`src/rtl/tft_pkg.sv`:
```
package tft_pkg;

    typedef enum logic [1:0] {
        DEN_HIGH = 2'b00,
        DEN_MID  = 2'b01,
        DEN_LOW  = 2'b10,
        DEN_LOW2 = 2'b11
    } density_e;

    localparam int NUM_CHK = 2;
    localparam int CHK_START = 0;
    localparam int CHK_END   = 1;

    function automatic int tft_max(input int a, input int b);
        return (a > b) ? a : b;
    endfunction

endpackage

```
`src/rtl/tft_limit_sel.sv`:
```
module tft_limit_sel
    import tft_pkg::*;
#(
    parameter int CW            = 8,
    parameter int START_WR_HIGH = 120,
    parameter int START_RD_HIGH = 168,
    parameter int START_WR_MID  = 52,
    parameter int START_RD_MID  = 63,
    parameter int END_WR_HIGH   = 88,
    parameter int END_RD_HIGH   = 248,
    parameter int END_WR_MID    = 20,
    parameter int END_RD_MID    = 36
) (
    input  logic [1:0]    mode,
    input  logic          op_read,
    output logic [CW-1:0] start_lim,
    output logic [CW-1:0] end_lim,
    output logic          enable
);
    density_e den;

    always_comb begin
        den       = density_e'(mode);
        enable    = 1'b1;
        start_lim = '1;
        end_lim   = '1;
        unique case (den)
            DEN_HIGH: begin
                start_lim = op_read ? CW'(START_RD_HIGH) : CW'(START_WR_HIGH);
                end_lim   = op_read ? CW'(END_RD_HIGH)   : CW'(END_WR_HIGH);
            end
            DEN_MID: begin
                start_lim = op_read ? CW'(START_RD_MID) : CW'(START_WR_MID);
                end_lim   = op_read ? CW'(END_RD_MID)   : CW'(END_WR_MID);
            end
            default: enable = 1'b0;
        endcase
    end
endmodule

```
`src/rtl/tft_window.sv`:
```
module tft_window #(
    parameter int CW = 8
) (
    input  logic          clk,
    input  logic          rst,
    input  logic          cyc_active,
    input  logic          enable,
    input  logic          cell_stb,
    input  logic          trig,
    input  logic          awaited,
    input  logic [CW-1:0] limit,
    output logic          ok_n
);
    typedef struct packed {
        logic          armed;
        logic [CW-1:0] cnt;
        logic          ok_n;
        logic          trig_prev;
    } win_t;

    win_t st_q, st_d;
    logic trig_edge;

    assign trig_edge = trig && !st_q.trig_prev;

    always_comb begin
        st_d           = st_q;
        st_d.trig_prev = trig;
        if (!cyc_active) begin
            st_d.armed = 1'b0;
            st_d.cnt   = '0;
            st_d.ok_n  = 1'b1;
        end else if (trig_edge && enable && !awaited) begin
            st_d.armed = 1'b1;
            st_d.cnt   = '0;
        end else if (st_q.armed) begin
            if (awaited || !enable) begin
                st_d.armed = 1'b0;
            end else if (cell_stb) begin
                if (st_q.cnt == limit - CW'(1)) begin
                    st_d.ok_n  = 1'b0;
                    st_d.armed = 1'b0;
                end else begin
                    st_d.cnt = st_q.cnt + CW'(1);
                end
            end
        end
    end

    always_ff @(posedge clk) begin
        if (rst) begin
            st_q.armed     <= 1'b0;
            st_q.cnt       <= '0;
            st_q.ok_n      <= 1'b1;
            st_q.trig_prev <= 1'b0;
        end else begin
            st_q <= st_d;
        end
    end

    assign ok_n = st_q.ok_n;
endmodule

```
`src/rtl/tape_field_timer.sv`:
```
module tape_field_timer
    import tft_pkg::*;
#(
    parameter int START_WR_HIGH = 120,
    parameter int START_RD_HIGH = 168,
    parameter int START_WR_MID  = 52,
    parameter int START_RD_MID  = 63,
    parameter int END_WR_HIGH   = 88,
    parameter int END_RD_HIGH   = 248,
    parameter int END_WR_MID    = 20,
    parameter int END_RD_MID    = 36
) (
    input  logic       clk,
    input  logic       rst,
    input  logic       cyc_active,
    input  logic       cell_stb,
    input  logic [1:0] mode,
    input  logic       op_read,
    input  logic       lock_ok,
    input  logic       sod,
    input  logic       eop,
    input  logic       gap_seen,
    output logic       start_chk_n,
    output logic       end_chk_n
);
    localparam int MAX_LIM = tft_max(tft_max(tft_max(START_WR_HIGH, START_RD_HIGH),
                                             tft_max(START_WR_MID, START_RD_MID)),
                                     tft_max(tft_max(END_WR_HIGH, END_RD_HIGH),
                                             tft_max(END_WR_MID, END_RD_MID)));
    localparam int CW = $clog2(MAX_LIM + 1);

    logic [CW-1:0] lim     [NUM_CHK];
    logic          trig_v  [NUM_CHK];
    logic          await_v [NUM_CHK];
    logic          ok_v    [NUM_CHK];
    logic          en;

    tft_limit_sel #(
        .CW(CW),
        .START_WR_HIGH(START_WR_HIGH), .START_RD_HIGH(START_RD_HIGH),
        .START_WR_MID(START_WR_MID),   .START_RD_MID(START_RD_MID),
        .END_WR_HIGH(END_WR_HIGH),     .END_RD_HIGH(END_RD_HIGH),
        .END_WR_MID(END_WR_MID),       .END_RD_MID(END_RD_MID)
    ) u_sel (
        .mode     (mode),
        .op_read  (op_read),
        .start_lim(lim[CHK_START]),
        .end_lim  (lim[CHK_END]),
        .enable   (en)
    );

    assign trig_v[CHK_START]  = lock_ok;
    assign await_v[CHK_START] = sod;
    assign trig_v[CHK_END]    = eop;
    assign await_v[CHK_END]   = gap_seen;

    for (genvar g = 0; g < NUM_CHK; g++) begin : g_win
        tft_window #(.CW(CW)) u_win (
            .clk       (clk),
            .rst       (rst),
            .cyc_active(cyc_active),
            .enable    (en),
            .cell_stb  (cell_stb),
            .trig      (trig_v[g]),
            .awaited   (await_v[g]),
            .limit     (lim[g]),
            .ok_n      (ok_v[g])
        );
    end

    assign start_chk_n = ok_v[CHK_START];
    assign end_chk_n   = ok_v[CHK_END];
endmodule

```
`config.mk`:
```
export PLATFORM = sky130hd
export DESIGN_NAME = tape_field_timer
export DESIGN_NICKNAME = d
export VERILOG_FILES = /design/src/rtl/tft_pkg.sv /design/src/rtl/tft_limit_sel.sv /design/src/rtl/tft_window.sv /design/src/rtl/tape_field_timer.sv
export SDC_FILE = /design/constraint.sdc
export NUM_CORES = 1
export LEC_CHECK = 0
export ABC_AREA = 1
export CAP_MARGIN = 0
export CORE_ASPECT_RATIO = 1.75
export CORE_MARGIN = 2
export CORE_UTILIZATION = 59
export CTS_CLUSTER_DIAMETER = 150
export DETAILED_ROUTE_END_ITERATION = 10
export PLACE_DENSITY_LB_ADDON = 0.3
export SLEW_MARGIN = 20
export SYNTH_ARGS = -nofsm -noshare
export SYNTH_HDL_FRONTEND = slang
export SYNTH_HIERARCHICAL = 1
export SYNTH_SLANG_ARGS = --single-unit
```
`constraint.sdc`:
```
create_clock -name clk -period 2.5 [get_ports clk]
set_input_delay 0.5 -clock clk [delete_from_list [all_inputs] [get_ports clk]]
set_output_delay 0.5 -clock clk [all_outputs]
set_load 0.01 [all_outputs]
```
======== Word level (Yosys, flattened, before mapping) ========
Cells that the tools add are included.
word-level totals
  register bits ........................... 22
  logic and storage cells ................. 67
  output and inout port bits .............. 2
  bits of input ports ..................... 11
cells by class
  reduce and logical (&&, ||, !) cells .... 22
  $add $sub $neg .......................... 4
  bitwise logic cells ..................... 7
  mux-type cells .......................... 23
  equality and inequality tests ........... 3
operators by type and width
  cell                   count
  $mux W10               4
  $mux W9                4
  $mux W8                4
  $pmux W8 S2            2
  $add A8 B1 Y8 const B  2
  $eq A8 B8 Y1           2
  $sub A8 B1 Y8 const B  2
  $reduce_and A5 Y1      2
  $reduce_and A4 Y1      2
  $mux W1                7
  $not A1 Y1             7
  $logic_and A1 B1 Y1    6
  $mux W6                1
  $reduce_or A3 Y1       2
  $logic_not A1 Y1       5
  $mux W4                1
  $reduce_or A2 Y1       2
  $eq A2 B1 Y1 const B   1
  $logic_not A2 Y1       1
  $logic_or A1 B1 Y1     2

======== Depth between registers and ports, before layout ========
  depth in word-level cells ............... 9
  depth in mapped cells ................... 15
  mapped depth without buffers ............ 14

======== By module ========
Netlist, hierarchy kept.
modules (own cells, without submodules)
  module         sequential area each (µm²)  area an instance (µm²)  cells each  times used
  tft_window     220.2                       908.4                   138         2
  tft_limit_sel  0.0                         106.4                   20          1

======== Worst setup path after synthesis ========
No wires, ideal clock.
  path type ............................... input -> register
  start point ............................. input mode[1]
  end point ............................... register g_win[1].u_win/st_q[4] in the netlist's numbering
  required time ........................... 2.430 ns
  setup time .............................. 0.070 ns
  stages .................................. 15
  arrival time ............................ 2.033 ns
  path slack .............................. 0.397 ns
  cell sequence ........................... clkbuf_1 -> buf_4 -> inv_1 -> ha_1 -> nand2_1 -> inv_1 -> nor2_1 -> nand2_1 -> nor2_1 -> nand2_1 -> nor2_2 -> nand3_4 -> nand2_4 -> nand2_1 -> a21oi_1
RTL lines
  what                  line                    source
  from (decl)           tape_field_timer.sv:17  input logic [1:0] mode,
  to (signal assigned)  tft_window.sv:57        st_q <= st_d;
  to (decl)             tft_window.sv:21        win_t st_q, st_d;

==> impl_summary.log <==
INFO  metric num-nets-final = 346
INFO  metric pwr_density_cell = 324 nW/um^2
INFO  metric site_row_count = 27
INFO  metric floorplan.io_pins = 13
INFO  metric total_clock_buffers_created_by_cts = 3
INFO  metric core_area = 3140 um^2
INFO  metric hold_path_class = register to register
INFO  metric design_power_total = 755 uW
INFO  metric ctsHtreeMaxLevel = 1
INFO  metric synth_cell_type_count = 28
INFO  metric grt_pass1_vias = 1803
INFO  metric start_util = 61.2%
INFO  metric drv_slew = 0
INFO  metric clock_tree.buffer_depth = 2
INFO  metric finalWorstPathRequiredPeriod = 2.36 ns
INFO  metric clk_pin_slew = around 0.08 ns
INFO  metric clock-root-buffer = clkbuf_8
INFO  metric io_buffer_count = 12
INFO  metric cp-start-kind = input port
INFO  metric totalNegativeSetupSlack = 0 ns
INFO  metric synth.avg_cell_area = 6.50 um^2
INFO  metric finalSetupViolations = 0
INFO  metric gp_congestion = about 0.86
INFO  metric synth_area = 1920 um^2
INFO  metric antennaDiodeCount = 0
INFO  metric via_count = 1950
INFO  metric clock-skew-final = 0.00567 ns
INFO  metric vias_per_cell = around 5.2
INFO  metric drt-wirelength-per-cell = 12.2 um
INFO  metric post_syn_nets = 311
INFO  metric worstSetupEndpointType = register
INFO  metric drt_iter0_markers = 84
INFO  metric maxClockFrequency = 424 MHz
INFO  metric drt-total-wl = 4.56 mm
INFO  metric grt_start_max_net_pins = 13
INFO  metric die_x = 47.2 um
INFO  metric run_status = finished, final reports clean
INFO  metric timing.critical_path.fanout_max = 5
INFO  metric antenna_found_initial = 0
INFO  metric most_common_cell_after_layout_fill_and_taps_aside = nand2_1
INFO  metric post-route-util = around three quarters
INFO  metric timing_hold_violations_final = 0
INFO  metric place_hpwl = 3.48 mm
INFO  metric antenna_violating_nets_post_route = 0
INFO  metric max_cap_viols = 0
INFO  metric worst_setup_slack_after_placement = -0.226 ns
INFO  metric global_route.overflow_total = 0
INFO  metric cts_tree = yes
INFO  metric period_share = a little over nine tenths
INFO  metric global_route.usage.total = a little over a quarter
INFO  metric post-route-drc-count = 0
INFO  metric grt_pass1_wl = 7.25 mm
INFO  metric chipHeight = slightly below 80 um
INFO  metric grt_setup_unrepaired = no
INFO  metric yosys_warnings = 6
INFO  metric worstPathRequired = ~2.7 ns
INFO  metric syn-instance-count = 296
INFO  metric total_leakage_power = 0.993 nW
INFO  metric synth_seq_cells = 22
INFO  metric worst_vdd_rail_ir_drop = around 0.40 mV
INFO  metric most-common-layout-cells = nand2_1 (77), inv_1 (38), nand3_1 (30), nor2_1 (28), buf_4 (25)
INFO  metric synth-seq-area-share = a little under a quarter
INFO  metric floorplan.die_area = 3750 um^2
INFO  metric drive_above_1_share = 20.9%
INFO  metric final_critical_path_setup_slack = 0.143 ns
INFO  metric dr.pass1.iters = 5
INFO  metric worst_skew_pair.late_latency = 0.26 ns
INFO  metric clkSinkCount = 22
INFO  metric area.growth.synth_to_final = 21.3%
INFO  metric hold_slack = slightly above 0.5 ns
INFO  metric fillerInstances = 275
INFO  metric timing.setup.critical_path_class = input port to register
INFO  metric crit_path_arrival_time = 2.51 ns
[worst max-delay path, cell delays in order]
cell	delay, ns
clkdlybuf4s50_1	0.49
a21o_1	0.17
inv_1	0.09
ha_4	0.25
nand2_1	0.06
inv_1	0.03
nor2_1	0.07
nand2_1	0.06
nor2_1	0.09
nand2_1	0.09
nor2_4	0.12
nand3_4	0.12
buf_4	0.18
o22a_2	0.17
[power by group]
group          total (mW)  switching (mW)  internal (mW)  leakage, nW
Combinational       0.149          0.0847         0.0647        0.786
Clock               0.253           0.113          0.140       0.0288
Sequential          0.353        0.000628          0.352        0.178
Total               0.755           0.198          0.557        0.993
[Yosys cell counts, drive strengths merged]
cell type | n | area (um^2)
a21o | 1 | 7.51
nor2 | 43 | 226
a21oi | 18 | 90.1
inv | 43 | 161
nand3 | 36 | 240
dfxtp | 22 | 440
o21ai | 4 | 27.5
clkbuf | 1 | 3.75
xor2 | 16 | 155
xnor2 | 8 | 70.1
o22a | 2 | 20.0
nor4 | 2 | 12.5
conb | 1 | 3.75
nor3 | 2 | 10.0
buf | 8 | 55.1
ha | 4 | 50.1
nand2 | 81 | 324
nand4 | 4 | 25.0
[worst paths after layout]
kind                           from                 endpoint  slack (ns)  cells past startpoint
max                         op_read      g_win[0].u_win/ok_n        0.14                     14
min          g_win[0].u_win/st_q[0]  g_win[0].u_win/st_q[10]        0.50                      3
max reg2reg  g_win[1].u_win/st_q[2]   g_win[1].u_win/st_q[7]        0.82                     10
min reg2reg  g_win[0].u_win/st_q[0]  g_win[0].u_win/st_q[10]        0.50                      3
[area by class of cell]
cell class / instances / area [um^2] / share of cell area, %
multi-input cells: 223 / 1300 / 55.8
flip-flops and latches: 22 / 440 / 18.9
inverters: 43 / 161 / 6.92
clock buffers: 4 / 55.1 / 2.36
well taps: 43 / 53.8 / 2.31
repair buffers: 38 / 322 / 13.8
[logic make-up (layout without fill, tap and decap cells)]
| kind of cell | after synthesis | in the layout | share of synthesized area, % |
|---|---|---|---|
| compound gates | 25 | 25 | 7.55 |
| xor+xnor | 24 | 24 | 11.7 |
| fa+ha+maj | 4 | 4 | 2.60 |
| buf+inv | 52 | 85 | 11.5 |
| flops | 22 | 22 | 22.9 |
| other cells | 1 | 1 | 0.195 |
| simple gates | 168 | 169 | 43.6 |
[sequential cells by signal, indices dropped and copies added (netlist names)]
register          cells
g_win.u_win/ok_n      2
g_win.u_win/st_q     20
[metal layers]
metal | GRT usage (%) | vias to the layer above | wire, um
li1 | - | 992 | -
met5 | 0 | - | 0
met3 | 2.94 | 15 | 91
met1 | 25.4 | 907 | 1660
met4 | 12.8 | 0 | 184
met2 | 49.2 | 36 | 2620
[per-stage QoR]
step	instances	cell area [um^2]
2_1_floorplan	296	1920
3_5_place_dp	362	2190
3_3_place_gp	362	2190
4_1_cts	366	2240
6_report	373	2330
5_1_grt	373	2330
[repair_timing]
action | CTS | global route
buffers inserted | 0 | 6
gates resized for setup | 0 | 8
endpoints found under the setup margin | 0 | 19
hold buffers | 0 | 0
(Power assumes the default switching activity.)
